### src/rtl/pcm_port_pkg.sv
package pcm_port_pkg;

  // Operating modes decoded from the two mode pins.
  typedef enum logic [1:0] {
    MODE_EXT_STRB = 2'd0,  // frame strobe is an input
    MODE_GEN_STRB = 2'd1,  // frame strobe generated locally
    MODE_SLOT_LO  = 2'd2,  // shared line, transmit in first slot
    MODE_SLOT_HI  = 2'd3   // shared line, transmit in second slot
  } port_mode_e;

  function automatic port_mode_e decode_mode(input logic mp, input logic dir);
    if (mp) return dir ? MODE_SLOT_HI : MODE_SLOT_LO;
    else    return dir ? MODE_GEN_STRB : MODE_EXT_STRB;
  endfunction

endpackage

### src/rtl/pcm_strobe_gen.sv
module pcm_strobe_gen #(
  parameter int WORD_W = 16,
  parameter int LEN_W  = 8
) (
  input  logic             clk,
  input  logic             rst_n,
  input  logic             en,
  input  logic [LEN_W-1:0] frame_len,
  output logic             strb
);
  localparam logic [LEN_W-1:0] MIN_LEN = LEN_W'(WORD_W);

  logic [LEN_W-1:0] len_eff;
  logic [LEN_W-1:0] cnt;

  // Frames shorter than one word are stretched to one word.
  assign len_eff = (frame_len < MIN_LEN) ? MIN_LEN : frame_len;
  assign strb    = !(en && (cnt == '0));

  always_ff @(posedge clk or negedge rst_n) begin
    if (!rst_n) begin
      cnt <= LEN_W'(1);
    end else if (!en) begin
      cnt <= LEN_W'(1);
    end else if (cnt >= len_eff - LEN_W'(1)) begin
      cnt <= '0;
    end else begin
      cnt <= cnt + LEN_W'(1);
    end
  end
endmodule

### src/rtl/pcm_frame_timer.sv
module pcm_frame_timer
  import pcm_port_pkg::*;
#(
  parameter int WORD_W = 16
) (
  input  logic       clk,
  input  logic       rst_n,
  input  logic       strb,
  input  port_mode_e mode,
  output logic       frame_start,
  output logic       tx_load,
  output logic       tx_shift,
  output logic       rx_shift,
  output logic       commit,
  output logic       in_tx
);
  localparam int CYC_W = $clog2(2 * WORD_W + 1);
  localparam logic [CYC_W-1:0] W = CYC_W'(WORD_W);

  logic             strb_q;
  logic             act;
  logic [CYC_W-1:0] cyc;
  logic [CYC_W-1:0] tx_base, rx_base, last;
  logic [CYC_W-1:0] nxt, idx;
  logic             running, live;

  // Slot layout per mode: transmit base, receive base, last edge index.
  always_comb begin
    tx_base = '0;
    rx_base = '0;
    last    = W;
    case (mode)
      MODE_EXT_STRB, MODE_GEN_STRB: begin
        tx_base = '0;
        rx_base = '0;
        last    = W;
      end
      MODE_SLOT_LO: begin
        tx_base = '0;
        rx_base = W;
        last    = W + W;
      end
      MODE_SLOT_HI: begin
        tx_base = W;
        rx_base = '0;
        last    = W + W;
      end
      default: ;
    endcase
  end

  assign frame_start = strb_q && !strb;
  assign nxt         = cyc + 1'b1;
  assign running     = act && (cyc < last);
  assign live        = frame_start || running;
  assign idx         = frame_start ? '0 : nxt;

  assign tx_load  = live && (idx == tx_base);
  assign tx_shift = live && (idx > tx_base) && (idx < tx_base + W);
  assign rx_shift = live && (idx >= rx_base) && (idx < rx_base + W);
  // A commit due on the same edge as a new start still takes place.
  assign commit   = running && (nxt == rx_base + W);
  assign in_tx    = act && (cyc >= tx_base) && (cyc < tx_base + W);

  always_ff @(posedge clk or negedge rst_n) begin
    if (!rst_n) begin
      strb_q <= 1'b1;
      act    <= 1'b0;
      cyc    <= '0;
    end else begin
      strb_q <= strb;
      if (frame_start) begin
        act <= 1'b1;
        cyc <= '0;
      end else if (running) begin
        cyc <= nxt;
      end else begin
        act <= 1'b0;
      end
    end
  end
endmodule

### src/rtl/pcm_tx_path.sv
module pcm_tx_path #(
  parameter int WORD_W = 16
) (
  input  logic              clk,
  input  logic              rst_n,
  input  logic              adc_valid,
  input  logic [WORD_W-1:0] adc_data,
  output logic              adc_ready,
  input  logic              load,
  input  logic              shift,
  input  logic              use_stat,
  input  logic              stat,
  input  logic              in_tx,
  output logic              sdo
);
  logic [WORD_W-1:0] hold;
  logic              full;
  logic [WORD_W-1:0] osr;

  assign adc_ready = !full;
  assign sdo       = in_tx & osr[WORD_W-1];

  always_ff @(posedge clk or negedge rst_n) begin
    if (!rst_n) begin
      hold <= '0;
      full <= 1'b0;
      osr  <= '0;
    end else begin
      if (load) begin
        osr <= use_stat ? {WORD_W{stat}} : hold;
        if (!use_stat) full <= 1'b0;
      end else if (shift) begin
        osr <= {osr[WORD_W-2:0], 1'b0};
      end
      // Acceptance only while empty; wins over a load in the same cycle.
      if (adc_valid && !full) begin
        hold <= adc_data;
        full <= 1'b1;
      end
    end
  end
endmodule

### src/rtl/pcm_rx_path.sv
module pcm_rx_path #(
  parameter int                WORD_W  = 16,
  parameter int                CTL_W   = 4,
  parameter logic [CTL_W-1:0]  CTL_RST = 4'h8
) (
  input  logic              clk,
  input  logic              rst_n,
  input  logic              sdi,
  input  logic              shift,
  input  logic              commit,
  input  logic              to_ctl,
  output logic              dac_valid,
  output logic [WORD_W-1:0] dac_data,
  output logic [CTL_W-1:0]  ctl_bits,
  output logic              word_rdy
);
  logic [WORD_W-1:0] isr;

  always_ff @(posedge clk or negedge rst_n) begin
    if (!rst_n) begin
      isr       <= '0;
      dac_valid <= 1'b0;
      dac_data  <= '0;
      ctl_bits  <= CTL_RST;
      word_rdy  <= 1'b0;
    end else begin
      if (shift) isr <= {isr[WORD_W-2:0], sdi};
      word_rdy  <= commit;
      dac_valid <= commit && !to_ctl;
      if (commit) begin
        if (to_ctl) ctl_bits <= isr[CTL_W-1:0];
        else        dac_data <= isr;
      end
    end
  end
endmodule

### src/rtl/pcm_codec_port.sv
module pcm_codec_port
  import pcm_port_pkg::*;
#(
  parameter int               WORD_W  = 16,
  parameter int               CTL_W   = 4,
  parameter int               LEN_W   = 8,
  parameter logic [CTL_W-1:0] CTL_RST = 4'h8
) (
  input  logic              bclk,
  input  logic              rst_n,
  input  logic              mp_en,
  input  logic              dir_sel,
  input  logic              ctl_sel,
  input  logic              stat_flag,
  input  logic [LEN_W-1:0]  frame_len,
  input  logic              strb_i,
  output logic              strb_o,
  output logic              strb_oe,
  input  logic              sdi,
  output logic              sdo,
  output logic              sdo_oe,
  input  logic              adc_valid,
  output logic              adc_ready,
  input  logic [WORD_W-1:0] adc_data,
  output logic              dac_valid,
  output logic [WORD_W-1:0] dac_data,
  output logic [CTL_W-1:0]  ctl_bits,
  output logic              word_rdy
);
  port_mode_e mode;
  logic       gen_en, shared;
  logic       strb_int;
  logic       frame_start, tx_load, tx_shift, rx_shift, commit, in_tx;
  logic       tgt_q, tgt_now;

  assign mode     = decode_mode(mp_en, dir_sel);
  assign gen_en   = (mode == MODE_GEN_STRB);
  assign shared   = (mode == MODE_SLOT_LO) || (mode == MODE_SLOT_HI);
  assign strb_oe  = gen_en;
  assign strb_int = gen_en ? strb_o : strb_i;
  assign sdo_oe   = shared ? in_tx : 1'b1;
  assign tgt_now  = frame_start ? ctl_sel : tgt_q;

  // Frame target is latched at the start edge.
  always_ff @(posedge bclk or negedge rst_n) begin
    if (!rst_n)           tgt_q <= 1'b0;
    else if (frame_start) tgt_q <= ctl_sel;
  end

  pcm_strobe_gen #(.WORD_W(WORD_W), .LEN_W(LEN_W)) u_strb (
    .clk       (bclk),
    .rst_n     (rst_n),
    .en        (gen_en),
    .frame_len (frame_len),
    .strb      (strb_o)
  );

  pcm_frame_timer #(.WORD_W(WORD_W)) u_timer (
    .clk         (bclk),
    .rst_n       (rst_n),
    .strb        (strb_int),
    .mode        (mode),
    .frame_start (frame_start),
    .tx_load     (tx_load),
    .tx_shift    (tx_shift),
    .rx_shift    (rx_shift),
    .commit      (commit),
    .in_tx       (in_tx)
  );

  pcm_tx_path #(.WORD_W(WORD_W)) u_tx (
    .clk       (bclk),
    .rst_n     (rst_n),
    .adc_valid (adc_valid),
    .adc_data  (adc_data),
    .adc_ready (adc_ready),
    .load      (tx_load),
    .shift     (tx_shift),
    .use_stat  (tgt_now),
    .stat      (stat_flag),
    .in_tx     (in_tx),
    .sdo       (sdo)
  );

  pcm_rx_path #(.WORD_W(WORD_W), .CTL_W(CTL_W), .CTL_RST(CTL_RST)) u_rx (
    .clk       (bclk),
    .rst_n     (rst_n),
    .sdi       (sdi),
    .shift     (rx_shift),
    .commit    (commit),
    .to_ctl    (tgt_q),
    .dac_valid (dac_valid),
    .dac_data  (dac_data),
    .ctl_bits  (ctl_bits),
    .word_rdy  (word_rdy)
  );
endmodule

### config.mk
export PLATFORM = sky130hd
export DESIGN_NAME = pcm_codec_port
export DESIGN_NICKNAME = d
export VERILOG_FILES = /design/src/rtl/pcm_port_pkg.sv /design/src/rtl/pcm_strobe_gen.sv /design/src/rtl/pcm_frame_timer.sv /design/src/rtl/pcm_tx_path.sv /design/src/rtl/pcm_rx_path.sv /design/src/rtl/pcm_codec_port.sv
export SDC_FILE = /design/constraint.sdc
export NUM_CORES = 1
export LEC_CHECK = 0
export ABC_AREA = 1
export ABC_CLOCK_PERIOD_IN_PS = 3650
export BUFFER_PORTS_ARGS = -buffer_cell sky130_fd_sc_hd__buf_2
export CAP_MARGIN = 20
export CORE_MARGIN = 10
export CORE_UTILIZATION = 52
export DETAILED_ROUTE_END_ITERATION = 8
export PLACE_DENSITY = 0.73
export SKIP_CTS_REPAIR_TIMING = 1
export SYNTH_ARGS = -nofsm -noshare
export SYNTH_HDL_FRONTEND = slang
export SYNTH_HIERARCHICAL = 1
export SYNTH_SLANG_ARGS = --single-unit
### constraint.sdc
create_clock -name bclk -period 3.65 [get_ports bclk]
set_input_delay 0.1825 -clock bclk [delete_from_list [all_inputs] [get_ports bclk]]
set_output_delay 0.1825 -clock bclk [all_outputs]
set_load 0.03 [all_outputs]
==> results of run 1 <==
[cells in the mapped netlist, types with 2 or more instances]
library cell / instances
buf_2: 9
dfstp_2: 3
o21ai_0: 25
xnor2_1: 2
nand4_1: 5
xor2_1: 4
o21ai_1: 8
nand2_1: 197
buf_6: 5
nand3_1: 61
o21ai_2: 3
buf_4: 4
nand3_2: 5
inv_1: 68
dfrtp_1: 85
nand2_2: 8
ha_1: 23
nand2_4: 2
nor2_2: 4
a21oi_1: 12
nor2_1: 36
inv_2: 3
[cell families after synthesis]
group,synth area share [%]
fa+ha+maj,6.09
compound gates,6.65
flops,46.7
buf+inv,9.09
xor+xnor,1.11
simple gates,30.3
[registers in the layout, summed over array words and instances (netlist names)]
register / count
u_tx/full: 1
u_rx/isr: 16
u_timer/act: 1
u_timer/strb_q: 1
u_rx/dac_data: 16
u_rx/ctl_bits: 4
u_rx/dac_valid: 1
u_rx/word_rdy: 1
u_timer/cyc: 6
u_tx/osr: 16
u_strb/cnt: 8
tgt_q: 1
u_tx/hold: 16
[path summary, 6_finish.rpt]
path                                  startpoint                 to  slack [ps]  cells after the start
worst max-delay path               u_strb/cnt[6]       u_tx/osr[15]         570                     20
worst min-delay path                         sdi        u_rx/isr[0]          30                      3
worst max register to register     u_strb/cnt[6]       u_tx/osr[15]         570                     20
worst min register to register  u_rx/ctl_bits[3]   u_rx/ctl_bits[3]         470                      2
max in group asynchronous                  rst_n     u_timer/strb_q        2750                      3
min in group asynchronous                  rst_n  u_rx/dac_data[15]         240                      2
[area by class of cell]
type	count	area, µm²
tap	108	135
timing repair buffer	65	365
sequential	88	2210
clock buffer	10	138
inverter	72	278
fill	805	3470
multi-input combinational	410	2090
clock inverter	6	80.1
[routing by layer]
metal	share of wire [%]	vias up
li1	-	1971
met1	47	1738
met2	48	55
met3	3.4	6
met4	0.77	0
met5	0	-
[metrics by stage]
stage               std cells  power, µW  utilization, %  area (µm²)
finish                    759       2950            60.4        5290
global route              759       3190            60.4        5290
CTS                       757       2980            60.0        5260
detailed placement        741       2260            57.5        5040
global placement          741       2220            57.5        5040
floorplan                 589       2070               -        4720
[power by group]
| group | total (µW) | leakage (µW) | switching (µW) | internal (µW) |
|---|---|---|---|---|
| registers | 1410 | 0.00113 | 171 | 1240 |
| clock network | 708 | 0.000105 | 364 | 344 |
| logic | 827 | 0.00174 | 542 | 284 |
| total | 2950 | 0.00297 | 1080 | 1870 |
[worst register-to-register path: stages (launching register included)]
cell and delay [ps]:
dfrtp_1 450, nor4_1 340, nand4_1 200, nand3_1 140, nand2_1 80, inv_1 70, nand2_2 110, nand3_2 130
inv_1 70, ha_1 290, inv_1 50, o21bai_1 70, nor2_2 110, nand2_1 50, nor2_1 100, buf_4 210
inv_1 90, nand2_4 170, nand2_1 80, nor2_1 110, nor2_1 50
==> run_results.csv, run 1 <==
group,metric,value,unit
synth,synth.distinct_cells,39,
sta,fin_skew,9.96,ps
worst_setup_path,critPathCaptureType,"flop",
global_route,track_usage,15.1,%
synth,yosys_warnings,6,
place,dp_slack,619,ps
clock_tree,cts-htree-levels,3,
synth,ys_seq_area_share,46.7,%
place,hpwl,6740,µm
worst_setup_path,worstPathRequired,3900,ps
synth,synth_edf_count,0,
global_route,grt_max_degree,89,
routing,avgViaCountPerCell,4.97,
worst_setup_path,path_cells,"nor4_1 > nand4_1 > nand3_1 > nand2_1 > inv_1 > nand2_2 > nand3_2 > inv_1 > ha_1 > inv_1 > o21bai_1 > nor2_2 > nand2_1 > nor2_1 > buf_4 > inv_1 > nand2_4 > nand2_1 > nor2_1 > nor2_1",
synth,ys_ff_latch,88,
final_layout,syn_to_final_growth,12.1,%
final_layout,n_antenna_cell,0,
clock_tree,clk_pin_slew_worst_paths,100,ps
pwr,leakage,0.00297,µW
global_route,grtUsageMet2,24.8,%
die,die_area,0.0133,mm²
die,die_w,115,µm
clock_tree,cts_tree,"done",
synth,postSynthAreaPerCell,8.02,µm²
routing,drc,0,
worst_setup_path,cp_slowest_cell,"dfrtp_1",
global_route,grtUsageMet3,3.49,%
routing,totalWireLength,9390,µm
routing,antenna_left,0,
sta,hold_violations,0,
pwr,cellPowerDensity,557,mW/mm²
sta,worst_hold_slack,25.3,ps
flow_run,cap_violations,0,
die,die_h,115,µm
global_route,antenna_found_initial,0,
sta,period_minus_slack,3080,ps
final_layout,fin_nets,702,
die,initial_utilization,53.9,%
global_route,grt.busiest_layer,"met2",
synth,synth_area_leader_cell,"dfrtp_1",
worst_setup_path,path_class,"reg -> reg",
sta,setup_slack,574,ps
sta,max_freq,325,MHz
global_route,grt_overflow,0,
final_layout,drive_gt1_share,17.8,%
place,place.gp.congestion,0.840,
die,core_area,0.00876,mm²
die,rows,34,
synth,netlist_instances,589,
die,ios,60,
worst_setup_path,crit_arrival,3330,ps
clock_tree,cts-root-buf,"clkbuf_8",
worst_setup_path,worstPathMaxFanout,16,
sta,period_share,84.3,%
sta,rsz0062_at_grt,"no",
sta,tns,0,ps
synth,synthesis.nets,645,
final_layout,final_cell_mix,"197 x nand2_1, 85 x dfrtp_1, 68 x inv_1",
worst_setup_path,worst-path-buf-inv,5,
clock_tree,numClockSinks,88,
global_route,grt_pass1_vias,3800,
place,portBuffers,59,
clock_tree,clock_latency,360,ps
synth,synthTopCellsByArea,"dfrtp_1 45%, nand2_1 16%, nand3_1 6.5%",
synth,synth_flop_cell,"dfrtp_1",
global_route,grt_pass1_wl,16900,µm
routing,drt-initial-drc-count,213,
sta,relSlewSlack,40.0,%
outcome,status,"finished, final reports clean",
routing,first_pass_iters,4,
routing,num_vias,3770,
global_route,grt_use_met1,19.1,%
routing,wl_per_cell,12.4,µm
synth,synth_top_cell_area_share,45.0,%
clock_tree,clk_path_buf_depth,2,
min_path,hold_class,"in -> reg",
pwr,irDropWorstVdd,0.391,mV
worst_setup_path,critical-path-top-delay-family,"simple AND/OR/NAND/NOR gates",
clock_tree,cts-buffers-inserted,9,
sta,setup_viol,0,
synth,async_flop_share,100,%
worst_setup_path,worst_setup_path_start_kind,"flop",
final_layout,layout_commonest_cell,"nand2_1",
sta,maxSlewViolCount,0,
worst_setup_path,cp_common_cell,"inv_1",
synth,synth_area,0.00472,mm²
sta,tightest_slew,896,ps
worst_setup_path,max_stage_delay,450,ps
No activity file was read; power rests on OpenSTA's default activity.
==> inputs of run 2 (changes only) <==
--- a/config.mk
+++ b/config.mk
@@ -5,14 +5,14 @@
 export SDC_FILE = /design/constraint.sdc
 export NUM_CORES = 1
 export LEC_CHECK = 0
-export ABC_AREA = 1
-export ABC_CLOCK_PERIOD_IN_PS = 3650
+export ABC_AREA = 0
+export ABC_CLOCK_PERIOD_IN_PS = 2500
 export BUFFER_PORTS_ARGS = -buffer_cell sky130_fd_sc_hd__buf_2
 export CAP_MARGIN = 20
 export CORE_MARGIN = 10
 export CORE_UTILIZATION = 52
 export DETAILED_ROUTE_END_ITERATION = 8
-export PLACE_DENSITY = 0.73
+export PLACE_DENSITY = 0.76
 export SKIP_CTS_REPAIR_TIMING = 1
 export SYNTH_ARGS = -nofsm -noshare
 export SYNTH_HDL_FRONTEND = slang
==> constraint.sdc (replaced) <==
create_clock -name bclk -period 2.5 [get_ports bclk]
set_input_delay 0.125 -clock bclk [delete_from_list [all_inputs] [get_ports bclk]]
set_output_delay 0.125 -clock bclk [all_outputs]
set_load 0.03 [all_outputs]
==> run_results.csv, run 2 <==
group,metric,value,unit
outcome,status,"complete, but fails checks",
outcome,failed_checks,"negative setup slack",
sta,hold_violations,0,
synth,synthTopCellsByCount,"85 x dfrtp_1, 47 x mux2i_1, 35 x mux2_2",
synth,synth_flop_cell,"dfrtp_1",
synth,synth_area_leader_cell,"dfrtp_1",
routing,avgViaCountPerCell,5.37,
synth,async_flop_share,100,%
synth,synth_edf_count,0,
worst_setup_path,worst_setup_path_start_kind,"flop",
synth,synth_top_cell_area_share,45.2,%
sta,setup_viol,32,
synth,synthesis.nets,415,
final_layout,layout_commonest_cell,"dfrtp_1",
sta,max_freq,372,MHz
synth,yosys_warnings,6,
flow_run,cap_violations,0,
clock_tree,cts-htree-levels,3,
die,core_area,0.00876,mm²
global_route,grt_max_degree,57,
global_route,grt_pass1_wl,15400,µm
final_layout,drive_gt1_share,44.7,%
worst_setup_path,crit_arrival,2920,ps
clock_tree,cts-buffers-inserted,9,
pwr,irDropWorstVdd,0.427,mV
worst_setup_path,critPathCaptureType,"flop",
final_layout,final_cell_mix,"83 x dfrtp_1, 58 x buf_2, 44 x mux2i_1",
routing,drc,0,
place,hpwl,6920,µm
final_layout,fin_nets,521,
synth,ys_seq_area_share,46.9,%
final_layout,fillCellCount,629,
die,die_area,0.0132,mm²
global_route,track_usage,14.3,%
clock_tree,clock_latency,360,ps
routing,first_pass_iters,4,
final_layout,register_area,0.00221,mm²
die,ios,60,
global_route,grt_pass1_vias,3217,
routing,totalWireLength,9970,µm
pwr,leakage,0.00282,µW
sta,setup_slack,-187,ps
final_layout,syn_to_final_growth,25.0,%
pwr,cellPowerDensity,805,mW/mm²
synth,netlist_instances,359,
synth,synth.distinct_cells,57,
routing,drt-initial-drc-count,78,
sta,fin_skew,8.44,ps
synth,ys_ff_latch,88,
die,die_h,115,µm
clock_tree,cts-root-buf,"clkbuf_8",
global_route,antenna_found_initial,0,
sta,tightest_slew,738,ps
min_path,hold_class,"in -> reg",
synth,postSynthAreaPerCell,13.1,µm²
clock_tree,clk_pin_slew_worst_paths,100,ps
clock_tree,cts_tree,"done",
place,place.gp.congestion,0.823,
routing,num_vias,3103,
worst_setup_path,path_class,"reg -> reg",
clock_tree,numClockSinks,88,
die,initial_utilization,53.7,%
min_path,hold_depth,2,
place,portBuffers,59,
sta,rsz0062_at_grt,"yes",
final_layout,n_antenna_cell,0,
sta,period_minus_slack,2690,ps
sta,tns,-3040,ps
routing,wl_per_cell,17.2,µm
die,rows,34,
synth,synth_area,0.00470,mm²
clock_tree,clk_path_buf_depth,2,
place,place_area,0.00536,mm²
synth,synthTopCellsByArea,"dfrtp_1 45%, mux2i_1 10%, mux2_2 8.4%",
sta,relSlewSlack,50.8,%
sta,period_share,107,%
pwr,power,4730,µW
worst_setup_path,worstPathRequired,2730,ps
final_layout,multi_input_area,0.00246,mm²
die,die_w,115,µm
final_layout,design_area,0.00588,mm²
worst_setup_path,worstRegToRegCells,11,
routing,antenna_left,0,
global_route,grt_overflow,0,
sta,maxSlewViolCount,0,
worst_setup_path,worstPathMaxFanout,8,
synth,synth_most_common_cell,"dfrtp_1",
-- run 2: report_power, final --
part	internal [µW]	leakage [µW]	total, µW	switching (µW)
combinational	912	0.00162	1580	663
clock	392	0.0000970	963	571
sequential	1860	0.00111	2190	334
total	3160	0.00282	4730	1570
-- run 2: worst max-delay path, stage by stage (launching register included) --
cell	delay, ps
dfrtp_1	410
nor4_2	260
nand4_1	130
mux2_4	280
nand2b_4	180
nand2_4	110
ha_4	220
nor2b_4	130
o311a_4	330
buf_12	160
mux2i_1	220
mux2i_1	140
-- run 2: cell type report --
cell class	count	area share [%]
inverter	15	1.04
timing repair buffer	111	13.9
multi-input combinational	240	41.8
tap	108	2.30
clock buffer	9	2.11
sequential	88	37.6
clock inverter	7	1.23
-- run 2: metrics by stage --
stage / utilization (%) / worst slack, ps / std cells / hold slack, ps
6_report: 67.1 / -187 / 578 / 12.0
5_1_grt: 67.1 / -280 / 578 / -2.14
4_1_cts: 63.4 / -167 / 561 / -163
3_5_place_dp: 61.1 / -130 / 545 / 245
3_3_place_gp: 61.1 / -45.3 / 545 / 234
2_1_floorplan: - / -492 / 359 / -171
-- run 2: final timing paths --
check	from	slack, ps	endpoint
min in group asynchronous	rst_n	360	u_rx/dac_data[2]
max reg2reg	u_strb/cnt[4]	-190	u_tx/osr[3]
min	adc_data[4]	10	u_tx/hold[4]
max in group asynchronous	rst_n	1490	u_tx/hold[10]
min reg2reg	u_rx/dac_data[12]	510	u_rx/dac_data[12]
max	u_strb/cnt[4]	-190	u_tx/osr[3]
-- run 2: layer usage --
| layer | up-vias | part of all wire, % | track usage, % |
|---|---|---|---|
| li1 | 1495 | - | - |
| met2 | 47 | 53 | 24.7 |
| met5 | - | 0 | 0 |
| met4 | 0 | 1.0 | 3.22 |
| met1 | 1553 | 42 | 16.9 |
| met3 | 8 | 3.9 | 4.69 |
-- run 2: cell families after synthesis --
logic type | synth area share (%)
AOI/OAI and AO/OA | 5.06
xor gates and xnor gates | 2.98
and+or+nand+nor | 9.93
DFF | 46.9
muxes | 24.8
adders and majority gates | 6.12
buffers and inverters | 4.23
==> inputs of run 3 (changes only) <==
--- a/config.mk
+++ b/config.mk
@@ -6,7 +6,7 @@
 export NUM_CORES = 1
 export LEC_CHECK = 0
 export ABC_AREA = 0
-export ABC_CLOCK_PERIOD_IN_PS = 2500
+export ABC_CLOCK_PERIOD_IN_PS = 2400
 export BUFFER_PORTS_ARGS = -buffer_cell sky130_fd_sc_hd__buf_2
 export CAP_MARGIN = 20
 export CORE_MARGIN = 10
==> constraint.sdc (replaced) <==
create_clock -name bclk -period 2.4 [get_ports bclk]
set_input_delay 0.12 -clock bclk [delete_from_list [all_inputs] [get_ports bclk]]
set_output_delay 0.12 -clock bclk [all_outputs]
set_load 0.03 [all_outputs]
==> run_results.csv, run 3 (synthesized netlist as in run 2, its figures left out) <==
group,metric,value,unit
outcome,status,"complete, but fails checks",
outcome,failed_checks,"negative hold slack, negative setup slack",
clock_tree,cts-root-buf,"clkbuf_8",
sta,worst_hold_slack,-2.39,ps
place,place_area,0.00538,mm²
routing,first_pass_iters,4,
worst_setup_path,worstPathRequired,2640,ps
die,die_area,0.0132,mm²
clock_tree,cts-htree-levels,3,
place,hpwl,6830,µm
die,die_h,115,µm
routing,num_vias,3152,
global_route,grtUsageMet3,4.06,%
final_layout,design_area,0.00610,mm²
pwr,irDropWorstVdd,0.638,mV
routing,wl_per_cell,17.5,µm
clock_tree,clock_latency,360,ps
clock_tree,cts_tree,"done",
sta,rsz0062_at_grt,"yes",
sta,hold_violations,1,
die,initial_utilization,53.7,%
routing,antenna_left,0,
pwr,leakage,0.00294,µW
die,rows,34,
global_route,grtUsageMet2,24.7,%
die,die_w,115,µm
clock_tree,numClockSinks,88,
routing,drc,0,
clock_tree,clk_pin_slew_worst_paths,90,ps
routing,totalWireLength,10300,µm
sta,setup_slack,-272,ps
worst_setup_path,crit_arrival,2910,ps
global_route,antenna_found_initial,0,
place,dp_slack,-268,ps
clock_tree,cts-buffers-inserted,9,
final_layout,syn_to_final_growth,29.7,%
sta,period_share,111,%
worst_setup_path,worstPathMaxFanout,8,
place,place.gp.congestion,0.829,
die,core_area,0.00876,mm²
worst_setup_path,worst_setup_path_start_kind,"flop",
global_route,grt.busiest_layer,"met2",
global_route,track_usage,14.4,%
final_layout,layout_commonest_cell,"dfrtp_1",
sta,tightest_slew,557,ps
worst_setup_path,critPathCaptureType,"flop",
global_route,grt_overflow,0,
flow_run,cap_violations,0,
global_route,grt_use_met1,17.1,%
final_layout,final_util,69.6,%
sta,relSlewSlack,62.7,%
sta,period_minus_slack,2670,ps
die,ios,60,
place,portBuffers,59,
final_layout,final_cell_mix,"82 x dfrtp_1, 57 x buf_2, 46 x mux2i_1",
sta,fin_skew,10.4,ps
sta,setup_viol,32,
pwr,power,5230,µW
sta,max_freq,374,MHz
worst_setup_path,path_class,"reg -> reg",
global_route,grt_pass1_vias,3239,
final_layout,drive_gt1_share,46.2,%
routing,avgViaCountPerCell,5.37,
global_route,grt_max_degree,51,
pwr,cellPowerDensity,858,mW/mm²
clock_tree,clk_path_buf_depth,2,
sta,maxSlewViolCount,0,
routing,drt-initial-drc-count,100,
global_route,grt_pass1_wl,15600,µm
final_layout,fin_nets,529,
min_path,hold_class,"in -> reg",
run 3: path summary, 6_finish.rpt:
| kind | startpoint | to | depth (start not counted) | slack [ps] |
|---|---|---|---|---|
| max | u_strb/cnt[7] | u_tx/osr[3] | 11 | -270 |
| min | adc_data[1] | u_tx/hold[1] | 2 | -2 |
| max reg2reg | u_strb/cnt[7] | u_tx/osr[3] | 11 | -270 |
| min reg2reg | u_rx/ctl_bits[2] | u_rx/ctl_bits[2] | 1 | 510 |
| max in group asynchronous | rst_n | u_rx/isr[2] | 3 | 1480 |
| min in group asynchronous | rst_n | u_rx/dac_data[2] | 2 | 280 |
run 3: metrics by stage:
step / instances / TNS (ps) / hold slack, ps
after floorplan: 359 / -16480 / -176
after global placement: 548 / -4160 / 129
after detailed placement: 548 / -7130 / 138
after CTS: 564 / -8640 / -255
after global routing: 586 / -11140 / -8.32
final: 587 / -7130 / -2.39
run 3: worst max-delay path, cell delays in order (launching register included):
cell      delay, ps
dfrtp_1         400
nor4_2          280
nand4_1         140
mux2_4          280
nand2b_4        180
nand2_8         100
ha_4            210
nor2b_4         130
o311a_4         400
buf_12          160
mux2i_1         170
mux2i_1         100
run 3: routing by layer:
metal  up-vias  wire length [µm]  part of all wire, %
met5         -                 0                    0
met4         0               154                  1.5
met3        17               373                  3.6
met2        49              5380                   52
met1      1581              4370                   43
li1       1505                 -                    -
run 3: area by class of cell:
| cell class | count | area [µm²] |
|---|---|---|
| antenna | 1 | 2.50 |
| clock buffer | 10 | 128 |
| clock inverter | 6 | 97.6 |
| fill | 584 | 2660 |
| inverter | 15 | 61.3 |
| multi-input combinational | 240 | 2560 |
| sequential | 88 | 2210 |
| tap | 108 | 135 |
| timing repair buffer | 119 | 905 |
run 3: where the power goes:
part | internal (µW) | switching (µW)
logic | 1070 | 713
registers | 1940 | 349
clock network | 605 | 554
